===== src/rtl/wdt_pkg.sv =====
package wdt_pkg;

  typedef enum logic {
    SRC_INTERNAL = 1'b0,
    SRC_EXTERNAL = 1'b1
  } clk_src_e;

  typedef enum logic {
    PH_SHORT = 1'b0,
    PH_LONG  = 1'b1
  } phase_e;

  function automatic int unsigned max4(input int unsigned a, input int unsigned b,
                                       input int unsigned c, input int unsigned d);
    int unsigned m;
    m = a;
    if (b > m) m = b;
    if (c > m) m = c;
    if (d > m) m = d;
    return m;
  endfunction

endpackage


===== src/rtl/svc_edge_det.sv =====
module svc_edge_det (
  input  logic clk,
  input  logic rst_n,
  input  logic val_i,
  input  logic float_i,
  output logic edge_o
);

  logic val_q;
  logic flt_q;

  always_ff @(posedge clk or negedge rst_n) begin
    if (!rst_n) begin
      val_q <= 1'b0;
      flt_q <= 1'b1;
    end else begin
      val_q <= val_i;
      flt_q <= float_i;
    end
  end

  // Edge only when both the current and the previous sample were driven.
  assign edge_o = (val_i ^ val_q) & ~float_i & ~flt_q;

endmodule


===== src/rtl/wdt_period_sel.sv =====
module wdt_period_sel
  import wdt_pkg::*;
#(
  parameter int unsigned LONG_EXT  = 4096,
  parameter int unsigned SHORT_EXT = 1024,
  parameter int unsigned LONG_INT  = 16384,
  parameter int unsigned SHORT_INT = 1024,
  parameter int unsigned CNT_W     = 15
) (
  input  logic             clk,
  input  logic             rst_n,
  input  logic             rst_active_i,
  input  logic             pwr_off_i,
  input  logic             edge_i,
  input  logic             ext_clk_sel_i,
  input  logic             per_sel_i,
  output logic [CNT_W-1:0] limit_o,
  output logic             long_phase_o
);

  localparam logic [CNT_W-1:0] L_EXT = CNT_W'(LONG_EXT);
  localparam logic [CNT_W-1:0] S_EXT = CNT_W'(SHORT_EXT);
  localparam logic [CNT_W-1:0] L_INT = CNT_W'(LONG_INT);
  localparam logic [CNT_W-1:0] S_INT = CNT_W'(SHORT_INT);

  phase_e   phase_q;
  clk_src_e src;

  assign src = clk_src_e'(ext_clk_sel_i);

  always_ff @(posedge clk or negedge rst_n) begin
    if (!rst_n) begin
      phase_q <= PH_LONG;
    end else if (rst_active_i || pwr_off_i) begin
      phase_q <= PH_LONG;
    end else if (edge_i) begin
      phase_q <= PH_SHORT;
    end
  end

  always_comb begin
    unique case (src)
      SRC_EXTERNAL: limit_o = (phase_q == PH_LONG) ? L_EXT : S_EXT;
      default: begin
        if (phase_q == PH_LONG) limit_o = L_INT;
        else                    limit_o = per_sel_i ? L_INT : S_INT;
      end
    endcase
  end

  assign long_phase_o = (phase_q == PH_LONG);

  AST_LONG_AFTER_RST: assert property (@(posedge clk) disable iff (!rst_n)
    (rst_active_i || pwr_off_i) |=> long_phase_o);

  AST_SHORT_ON_EDGE: assert property (@(posedge clk) disable iff (!rst_n)
    (edge_i && !rst_active_i && !pwr_off_i) |=> !long_phase_o);

  AST_PHASE_HOLD: assert property (@(posedge clk) disable iff (!rst_n)
    (!edge_i && !rst_active_i && !pwr_off_i) |=> $stable(long_phase_o));

endmodule


===== src/rtl/wdt_counter.sv =====
module wdt_counter #(
  parameter int unsigned CNT_W = 15
) (
  input  logic             clk,
  input  logic             rst_n,
  input  logic             en_i,
  input  logic             clr_i,
  input  logic             tick_i,
  input  logic [CNT_W-1:0] limit_i,
  output logic             expire_o,
  output logic             strobe_o
);

  logic [CNT_W-1:0] cnt_q;
  logic             strobe_q;
  logic [CNT_W-1:0] last_val;

  assign last_val = limit_i - CNT_W'(1);
  assign expire_o = en_i & ~clr_i & tick_i & (cnt_q >= last_val);

  always_ff @(posedge clk or negedge rst_n) begin
    if (!rst_n) begin
      cnt_q    <= '0;
      strobe_q <= 1'b0;
    end else begin
      strobe_q <= expire_o;
      if (clr_i || expire_o) cnt_q <= '0;
      else if (en_i && tick_i) cnt_q <= cnt_q + CNT_W'(1);
    end
  end

  assign strobe_o = strobe_q;

  AST_TICK_GATE: assert property (@(posedge clk) disable iff (!rst_n)
    (!clr_i && !tick_i) |=> $stable(cnt_q));

  AST_HOLD_CLEAR: assert property (@(posedge clk) disable iff (!rst_n)
    clr_i |=> (cnt_q == '0));

  AST_STROBE_ONE: assert property (@(posedge clk) disable iff (!rst_n)
    strobe_o |=> !strobe_o);

  AST_NO_EXPIRY_DISABLED: assert property (@(posedge clk) disable iff (!rst_n)
    !en_i |=> !strobe_o);

endmodule


===== src/rtl/svc_watchdog.sv =====
module svc_watchdog
  import wdt_pkg::*;
#(
  parameter int unsigned LONG_EXT  = 4096,
  parameter int unsigned SHORT_EXT = 1024,
  parameter int unsigned LONG_INT  = 16384,
  parameter int unsigned SHORT_INT = 1024
) (
  input  logic clk,
  input  logic rst_n,
  input  logic tick_i,
  input  logic svc_val_i,
  input  logic svc_float_i,
  input  logic ext_clk_sel_i,
  input  logic per_sel_i,
  input  logic rst_active_i,
  input  logic supply_low_i,
  input  logic batt_mode_i,
  output logic timeout_o,
  output logic wdo_n_o
);

  localparam int unsigned MAX_PER = max4(LONG_EXT, SHORT_EXT, LONG_INT, SHORT_INT);
  localparam int unsigned CNT_W   = $clog2(MAX_PER + 1);

  logic             svc_edge;
  logic             pwr_off;
  logic             cnt_en;
  logic             cnt_clr;
  logic [CNT_W-1:0] limit;
  logic             long_phase;
  logic             expire;
  logic             wdo_n_q;

  assign pwr_off = supply_low_i | batt_mode_i;
  assign cnt_en  = ~svc_float_i & ~pwr_off & ~rst_active_i;
  assign cnt_clr = svc_edge | ~cnt_en;

  svc_edge_det u_edge (
    .clk     (clk),
    .rst_n   (rst_n),
    .val_i   (svc_val_i),
    .float_i (svc_float_i),
    .edge_o  (svc_edge)
  );

  wdt_period_sel #(
    .LONG_EXT  (LONG_EXT),
    .SHORT_EXT (SHORT_EXT),
    .LONG_INT  (LONG_INT),
    .SHORT_INT (SHORT_INT),
    .CNT_W     (CNT_W)
  ) u_sel (
    .clk           (clk),
    .rst_n         (rst_n),
    .rst_active_i  (rst_active_i),
    .pwr_off_i     (pwr_off),
    .edge_i        (svc_edge),
    .ext_clk_sel_i (ext_clk_sel_i),
    .per_sel_i     (per_sel_i),
    .limit_o       (limit),
    .long_phase_o  (long_phase)
  );

  wdt_counter #(
    .CNT_W (CNT_W)
  ) u_cnt (
    .clk      (clk),
    .rst_n    (rst_n),
    .en_i     (cnt_en),
    .clr_i    (cnt_clr),
    .tick_i   (tick_i),
    .limit_i  (limit),
    .expire_o (expire),
    .strobe_o (timeout_o)
  );

  always_ff @(posedge clk or negedge rst_n) begin
    if (!rst_n)        wdo_n_q <= 1'b1;
    else if (pwr_off)  wdo_n_q <= 1'b1;
    else if (svc_edge) wdo_n_q <= 1'b1;
    else if (expire)   wdo_n_q <= 1'b0;
  end

  assign wdo_n_o = wdo_n_q;

  AST_PWR_WDO_HIGH: assert property (@(posedge clk) disable iff (!rst_n)
    pwr_off |=> (wdo_n_o && !timeout_o));

  AST_WDO_STICKY: assert property (@(posedge clk) disable iff (!rst_n)
    (!wdo_n_o && !svc_edge && !pwr_off) |=> !wdo_n_o);

  AST_TIMEOUT_WDO_LOW: assert property (@(posedge clk) disable iff (!rst_n)
    timeout_o |-> !wdo_n_o);

  AST_FLOAT_WDO_KEPT: assert property (@(posedge clk) disable iff (!rst_n)
    (svc_float_i && !pwr_off) |=> $stable(wdo_n_o));

  AST_RST_NO_TIMEOUT: assert property (@(posedge clk) disable iff (!rst_n)
    rst_active_i |=> (!timeout_o && long_phase));

endmodule


===== config.mk =====
export PLATFORM = sky130hd
export DESIGN_NAME = svc_watchdog
export DESIGN_NICKNAME = d
export VERILOG_FILES = /design/src/rtl/wdt_pkg.sv /design/src/rtl/svc_edge_det.sv /design/src/rtl/wdt_period_sel.sv /design/src/rtl/wdt_counter.sv /design/src/rtl/svc_watchdog.sv
export SDC_FILE = /design/constraint.sdc
export NUM_CORES = 1
export LEC_CHECK = 0
export BUFFER_PORTS_ARGS = -buffer_cell sky130_fd_sc_hd__clkbuf_2
export CORE_ASPECT_RATIO = 1.75
export CORE_MARGIN = 2
export CORE_UTILIZATION = 60
export CTS_CLUSTER_DIAMETER = 120
export DETAILED_ROUTE_END_ITERATION = 8
export PLACE_DENSITY_LB_ADDON = 0.08
export SLEW_MARGIN = 20
export SYNTH_ARGS = -nofsm -noshare
export SYNTH_HDL_FRONTEND = slang
export SYNTH_HIERARCHICAL = 1
export SYNTH_SLANG_ARGS = --single-unit
export TNS_END_PERCENT = 10

===== constraint.sdc =====
create_clock -name clk -period 4.1 [get_ports clk]
set_clock_uncertainty 0.2 [all_clocks]
set_input_delay 0.615 -clock clk [delete_from_list [all_inputs] [get_ports clk]]
set_output_delay 0.615 -clock clk [all_outputs]
set_load 0.02 [all_outputs]

# After elaboration in Yosys (flattened, before gate mapping)

Cells that the tools add are included.

Bits in read-only memories: 0
Memories: 0
Latch bits: 0
RAM bits: 0
Bits of input ports: 10
Word-level logic and storage cells: 42
Output and inout bits: 2
Register bits after elaboration: 20

Equal/unequal tests: 0
Reductions and logical operators: 6
Divide/modulo/power cells: 0
Bitwise gates (word level): 16
Add/subtract/negate cells: 2
Multiplexer cells: 11
Shift-type cells: 0
$lt $le $gt $ge: 1
$mul: 0

Operators by type and width:

| cell                  | count |
|---|---|
| $mux 15               | 5 |
| $add 15x1->15 const B | 1 |
| $ge 15x15->1          | 1 |
| $sub 15x1->15 const B | 1 |
| $mux 13               | 1 |
| $and 1x1->1           | 7 |
| $not 1->1             | 6 |
| $mux 1                | 5 |
| $reduce_bool 2->1     | 2 |
| $reduce_bool 3->1     | 1 |
| $logic_or 1x1->1      | 2 |
| $or 1x1->1            | 2 |
| $logic_and 1x1->1     | 1 |
| $xor 1x1->1           | 1 |

# Depth between registers and ports, before layout

Word-level depth: 13
Gate-level depth with buffers: 14
Mapped depth without buffers: 12

# By module

The synthesis kept the hierarchy.

Modules (own cells, without submodules):

| module         | times used | cells each | area each (um2) | sequential area each (um2) |
|---|---|---|---|---|
| wdt_counter    | 1          | 180        | 1502.7          | 400.4 |
| wdt_period_sel | 1          | 22         | 152.6           | 26.3 |
| svc_edge_det   | 1          | 4          | 70.1            | 51.3 |
| svc_watchdog   | 1          | 8          | 66.3            | 26.3 |

# Least setup slack after synthesis

No wires, ideal clock.

Kind: input port to flip-flop
Start point: in ext_clk_sel_i
End point: reg u_cnt.cnt_q[1]
Data required time: 3.778 ns
Stages on the path: 11
Path slack: 0.731 ns
Data arrival time: 3.048 ns
Library setup time: 0.122 ns
Buffers on the path: 1
Cell sequence: inv_1 > a21oi_1 > or4_1 > nor2_1 > xnor2_1 > ha_1 > nand4_1 > nor4_1 > a2111oi_4 > buf_2 > a32o_1

Longest elaborated chain between the ends: 6
Elaborated cells on any way between the ends: 7
Classes of those cells: add/sub: 1; order compare: 1; mux: 2; bitwise: 1; reduce/logical: 2

Ends and longest elaborated chain:

| what                                                | line                 | RTL |
|---|---|---|
| start: declaration                                  | svc_watchdog.sv:14   | `input logic ext_clk_sel_i,` |
| $mux 15 (*)                                         | wdt_period_sel.sv:42 | `unique case (src)` |
| named net limit[10]                                 | svc_watchdog.sv:30   | `logic [CNT_W-1:0] limit;` |
| $sub 15x1->15 (*)                                   | wdt_counter.sv:18    | `assign last_val = limit_i - CNT_W'(1);` |
| $ge 15x15->1 (*)                                    | wdt_counter.sv:19    | `assign expire_o = en_i & ~clr_i & tick_i & (cnt_q >= last_val);` |
| $and 1x1->1 (*)                                     | wdt_counter.sv:19    |  |
| $logic_or 1x1->1 (*)                                | wdt_counter.sv:27    | `if (clr_i \|\| expire_o) cnt_q <= '0;` |
| $mux 15 / $reduce_bool 2->1 (equally long branches) | -                    |  |
| end signal: assignment                              | wdt_counter.sv:28    | `else if (en_i && tick_i) cnt_q <= cnt_q + CNT_W'(1);` |
| end: declaration                                    | wdt_counter.sv:14    | `logic [CNT_W-1:0] cnt_q;` |

The timed path passes the listed nets; every way through them passes the cells marked *.
A chain may end at the register's enable or synchronous reset.

# Final worst setup path

Start point: in ext_clk_sel_i
End point: reg u_cnt.cnt_q[9]

Same word-level chain as after synthesis.

==> impl_metrics.json <==
{
  "final_period_minus_worst_setup_slack_ps": 3500,
  "number_of_nets_in_the_layout": 253,
  "synth_sequential_area_ratio_pct": 28.1,
  "post-dp-hpwl_microns": 3040,
  "post_dr_wirelength_cell_microns": 15.0,
  "worstSkewPairLatency_ps": 260,
  "timing.fmax_mhz": 286,
  "async_flop_share_pct": 100,
  "hold_fix_buffer_count_after_cts": 0,
  "place_congestion": 0.889,
  "mostFrequentLayoutCells": "sky130_fd_sc_hd__a31oi_1 (22), sky130_fd_sc_hd__nand3_1 (18), sky130_fd_sc_hd__nor2_1 (17), sky130_fd_sc_hd__ha_1 (17), sky130_fd_sc_hd__dfrtp_1 (17)",
  "groute.usage.overall_pct": 25.3,
  "power_switching_mw": 0.0953,
  "timing.slew.headroom_pct": 49.2,
  "route.final.wire_length_microns": 3790,
  "initialDrtViolationCount": 52,
  "floorplan.initialDensity_pct": 61.9,
  "drtPass1Iterations": 4,
  "core.rowCount": 26,
  "power.clock.fraction_pct": 43.7,
  "cellPowerDensity_nw_per_um2": 234,
  "die_area_sq_um": 3460,
  "worstPathArrival_ps": 3420,
  "cts_sinks": 20,
  "vdd_drop_max_mv": 0.138,
  "synthesis.instances": 214,
  "drc": 0,
  "vias_after_detailed_routing": 1610,
  "power.internal_mw": 0.349,
  "commonest_non_fill_non_tap_cell_in_the_layout": "sky130_fd_sc_hd__a31oi_1",
  "synthesis.yosys.warnings": 6,
  "clk_path_buf_depth": 2,
  "cts-resized-gates": 0,
  "synth.cell_area_sq_um": 1790,
  "buffer_ports.inserted": 11,
  "filler_cell_count": 248,
  "part_of_the_cycle_the_worst_path_needs_pct": 85.3,
  "synth_enable_flop_cells": 0,
  "path_clk_slew_ps": 80,
  "setup_tns_ps": 0,
  "timing.rr.start": "u_sel/long_phase_o",
  "drive_gt1_share_pct": 12.9,
  "final_hold_viol_count": 0,
  "worstSetupEndpointType": "flop",
  "tritoncts.num_buffers": 3,
  "setup-violations-final": 0,
  "area_growth_pct": 6.01,
  "static-leakage-power_nw": 0.831,
  "stdcell_area_sq_um": 1900,
  "die_x_microns": 45.3,
  "floorplan.core_area_sq_um": 2900,
  "dpl-instance-area_sq_um": 1820,
  "report.final.slew_viol_count": 0,
  "drtAntennaViolNets": 0,
  "max-cap-violations": 0,
  "crit_path_start_kind": "primary input",
  "cts_tree": "built",
  "grt_remaining_overflow": 0,
  "cts_root_buf": "sky130_fd_sc_hd__clkbuf_8",
  "n_antenna_cell": 0,
  "yosys.cell_types.count": 40,
  "critical_path_peak_fanout": 17,
  "vias_in_the_first_global_route": 1520,
  "worstMarginPinSlew_ps": 756,
  "grt_start_max_net_pins": 28,
  "synth_area_per_cell_sq_um": 8.37,
  "power.switching_fraction_pct": 21.4,
  "postCtsSetupBuffers": 0,
  "floorplan.die.height_microns": 76.3,
  "cts-htree-levels": 1,
  "io_pins": 12,
  "worst_setup_sp": "ext_clk_sel_i",
  "cp_class": "in2reg",
  "result_of_the_run": "finished, final reports clean",
  "holdCritPathClass": "in2async",
  "combPwrFrac_pct": 11.4,
  "routed_via_density": 6.36,
  "seqPwrFrac_pct": 44.9,
  "grt_pass1_wl_microns": 6740,
  "ys_ff_latch": 20,
  "rrSetupSlack_ps": 600,
  "grt_setup_unrepaired": "false",
  "worst-endpoint-required_ps": 4030,
  "antenna_found_initial": 0,
  "synth_top_flop_cell": "sky130_fd_sc_hd__dfrtp_1"
}
metrics by stage:
| step | power [mW] | worst slack (ps) | utilization [%] | std cells | hold slack [ps] |
|---|---|---|---|---|---|
| global route | 0.468 | 352 | 65.6 | 253 | 133 |
| floorplan | 0.246 | 731 | - | 225 | 119 |
| CTS | 0.448 | 419 | 65.2 | 252 | 114 |
| finish | 0.444 | 602 | 65.6 | 253 | 101 |
| global placement | 0.250 | 273 | 62.7 | 248 | 262 |
| detailed placement | 0.251 | 178 | 62.7 | 248 | 266 |
area by class of cell:
type / instances / area, sq um / area share, %
multi-input cells: 176 / 1170 / 61.6
flip-flops and latches: 20 / 504 / 26.5
clock buffers: 3 / 41.3 / 2.17
clock inverters: 1 / 30.0 / 1.58
well taps: 28 / 35.0 / 1.84
repair buffers: 13 / 73.8 / 3.89
inverters: 12 / 45.0 / 2.37
path summary, 6_finish.rpt:
kind,end,cells after the start
hold reg to reg,wdo_n_o,2
min in group clk,wdo_n_o,2
max in group asynchronous,wdo_n_o,1
hold / removal,u_cnt/cnt_q[9],1
setup / recovery,u_cnt/cnt_q[9],13
setup reg to reg,u_cnt/cnt_q[9],11
synthesized netlist by cell type (all sizes together) (6+ instances only):
library cell	number	area [sq um]
dfrtp	17	425
nor2	17	63.8
nor3	9	55.1
a21oi	8	40.0
and3	6	37.5
nand3	18	90.1
buf	14	103
nand2	13	48.8
o21ai	9	45.0
inv	12	45.0
nor4	6	43.8
xnor2	11	96.3
a31oi	22	138
ha	17	213
nand4	7	43.8
power groups by stage:
stage	Combinational (mW)	Clock [mW]	Sequential (mW)
after floorplan	0.0426	0	0.203
after global placement	0.0464	0	0.203
after detailed placement	0.0481	0	0.203
after CTS	0.0483	0.200	0.199
after global routing	0.0584	0.210	0.200
final	0.0505	0.194	0.199
worst max-delay path: stages:
cell and delay, ps:
sky130_fd_sc_hd__clkbuf_2 90, sky130_fd_sc_hd__inv_1 70, sky130_fd_sc_hd__a21oi_1 140, sky130_fd_sc_hd__or4_1 530, sky130_fd_sc_hd__nor2_1 130, sky130_fd_sc_hd__xnor2_1 90
sky130_fd_sc_hd__ha_1 310, sky130_fd_sc_hd__nand4_1 120, sky130_fd_sc_hd__nor4_1 680, sky130_fd_sc_hd__a2111oi_4 180, sky130_fd_sc_hd__buf_6 210, sky130_fd_sc_hd__a31oi_1 190
sky130_fd_sc_hd__a31oi_1 60
cells by family after synthesis:
| group | share of synthesized area, % |
|---|---|
| and+or+nand+nor | 27.4 |
| buffers and inverters | 8.87 |
| xor gates and xnor gates | 6.84 |
| adders and majority gates | 11.9 |
| other | 0.209 |
| DFF | 28.1 |
| AOI/OAI and AO/OA | 16.7 |
sequential cells by signal, summed over array words and instances, names as in the netlist:
name                flops
u_cnt/strobe_o          1
u_sel/long_phase_o      1
wdo_n_o                 1
u_edge/flt_q            1
u_edge/val_q            1
u_cnt/cnt_q            15
per-layer routing:
layer	track usage (%)	wire length [microns]	vias to the layer above
met4	14.1	139	0
met1	31.1	1480	751
li1	-	-	807
met2	40.7	2040	42
met5	0	0	-
met3	2.61	127	10
(Power assumes the default switching activity.)
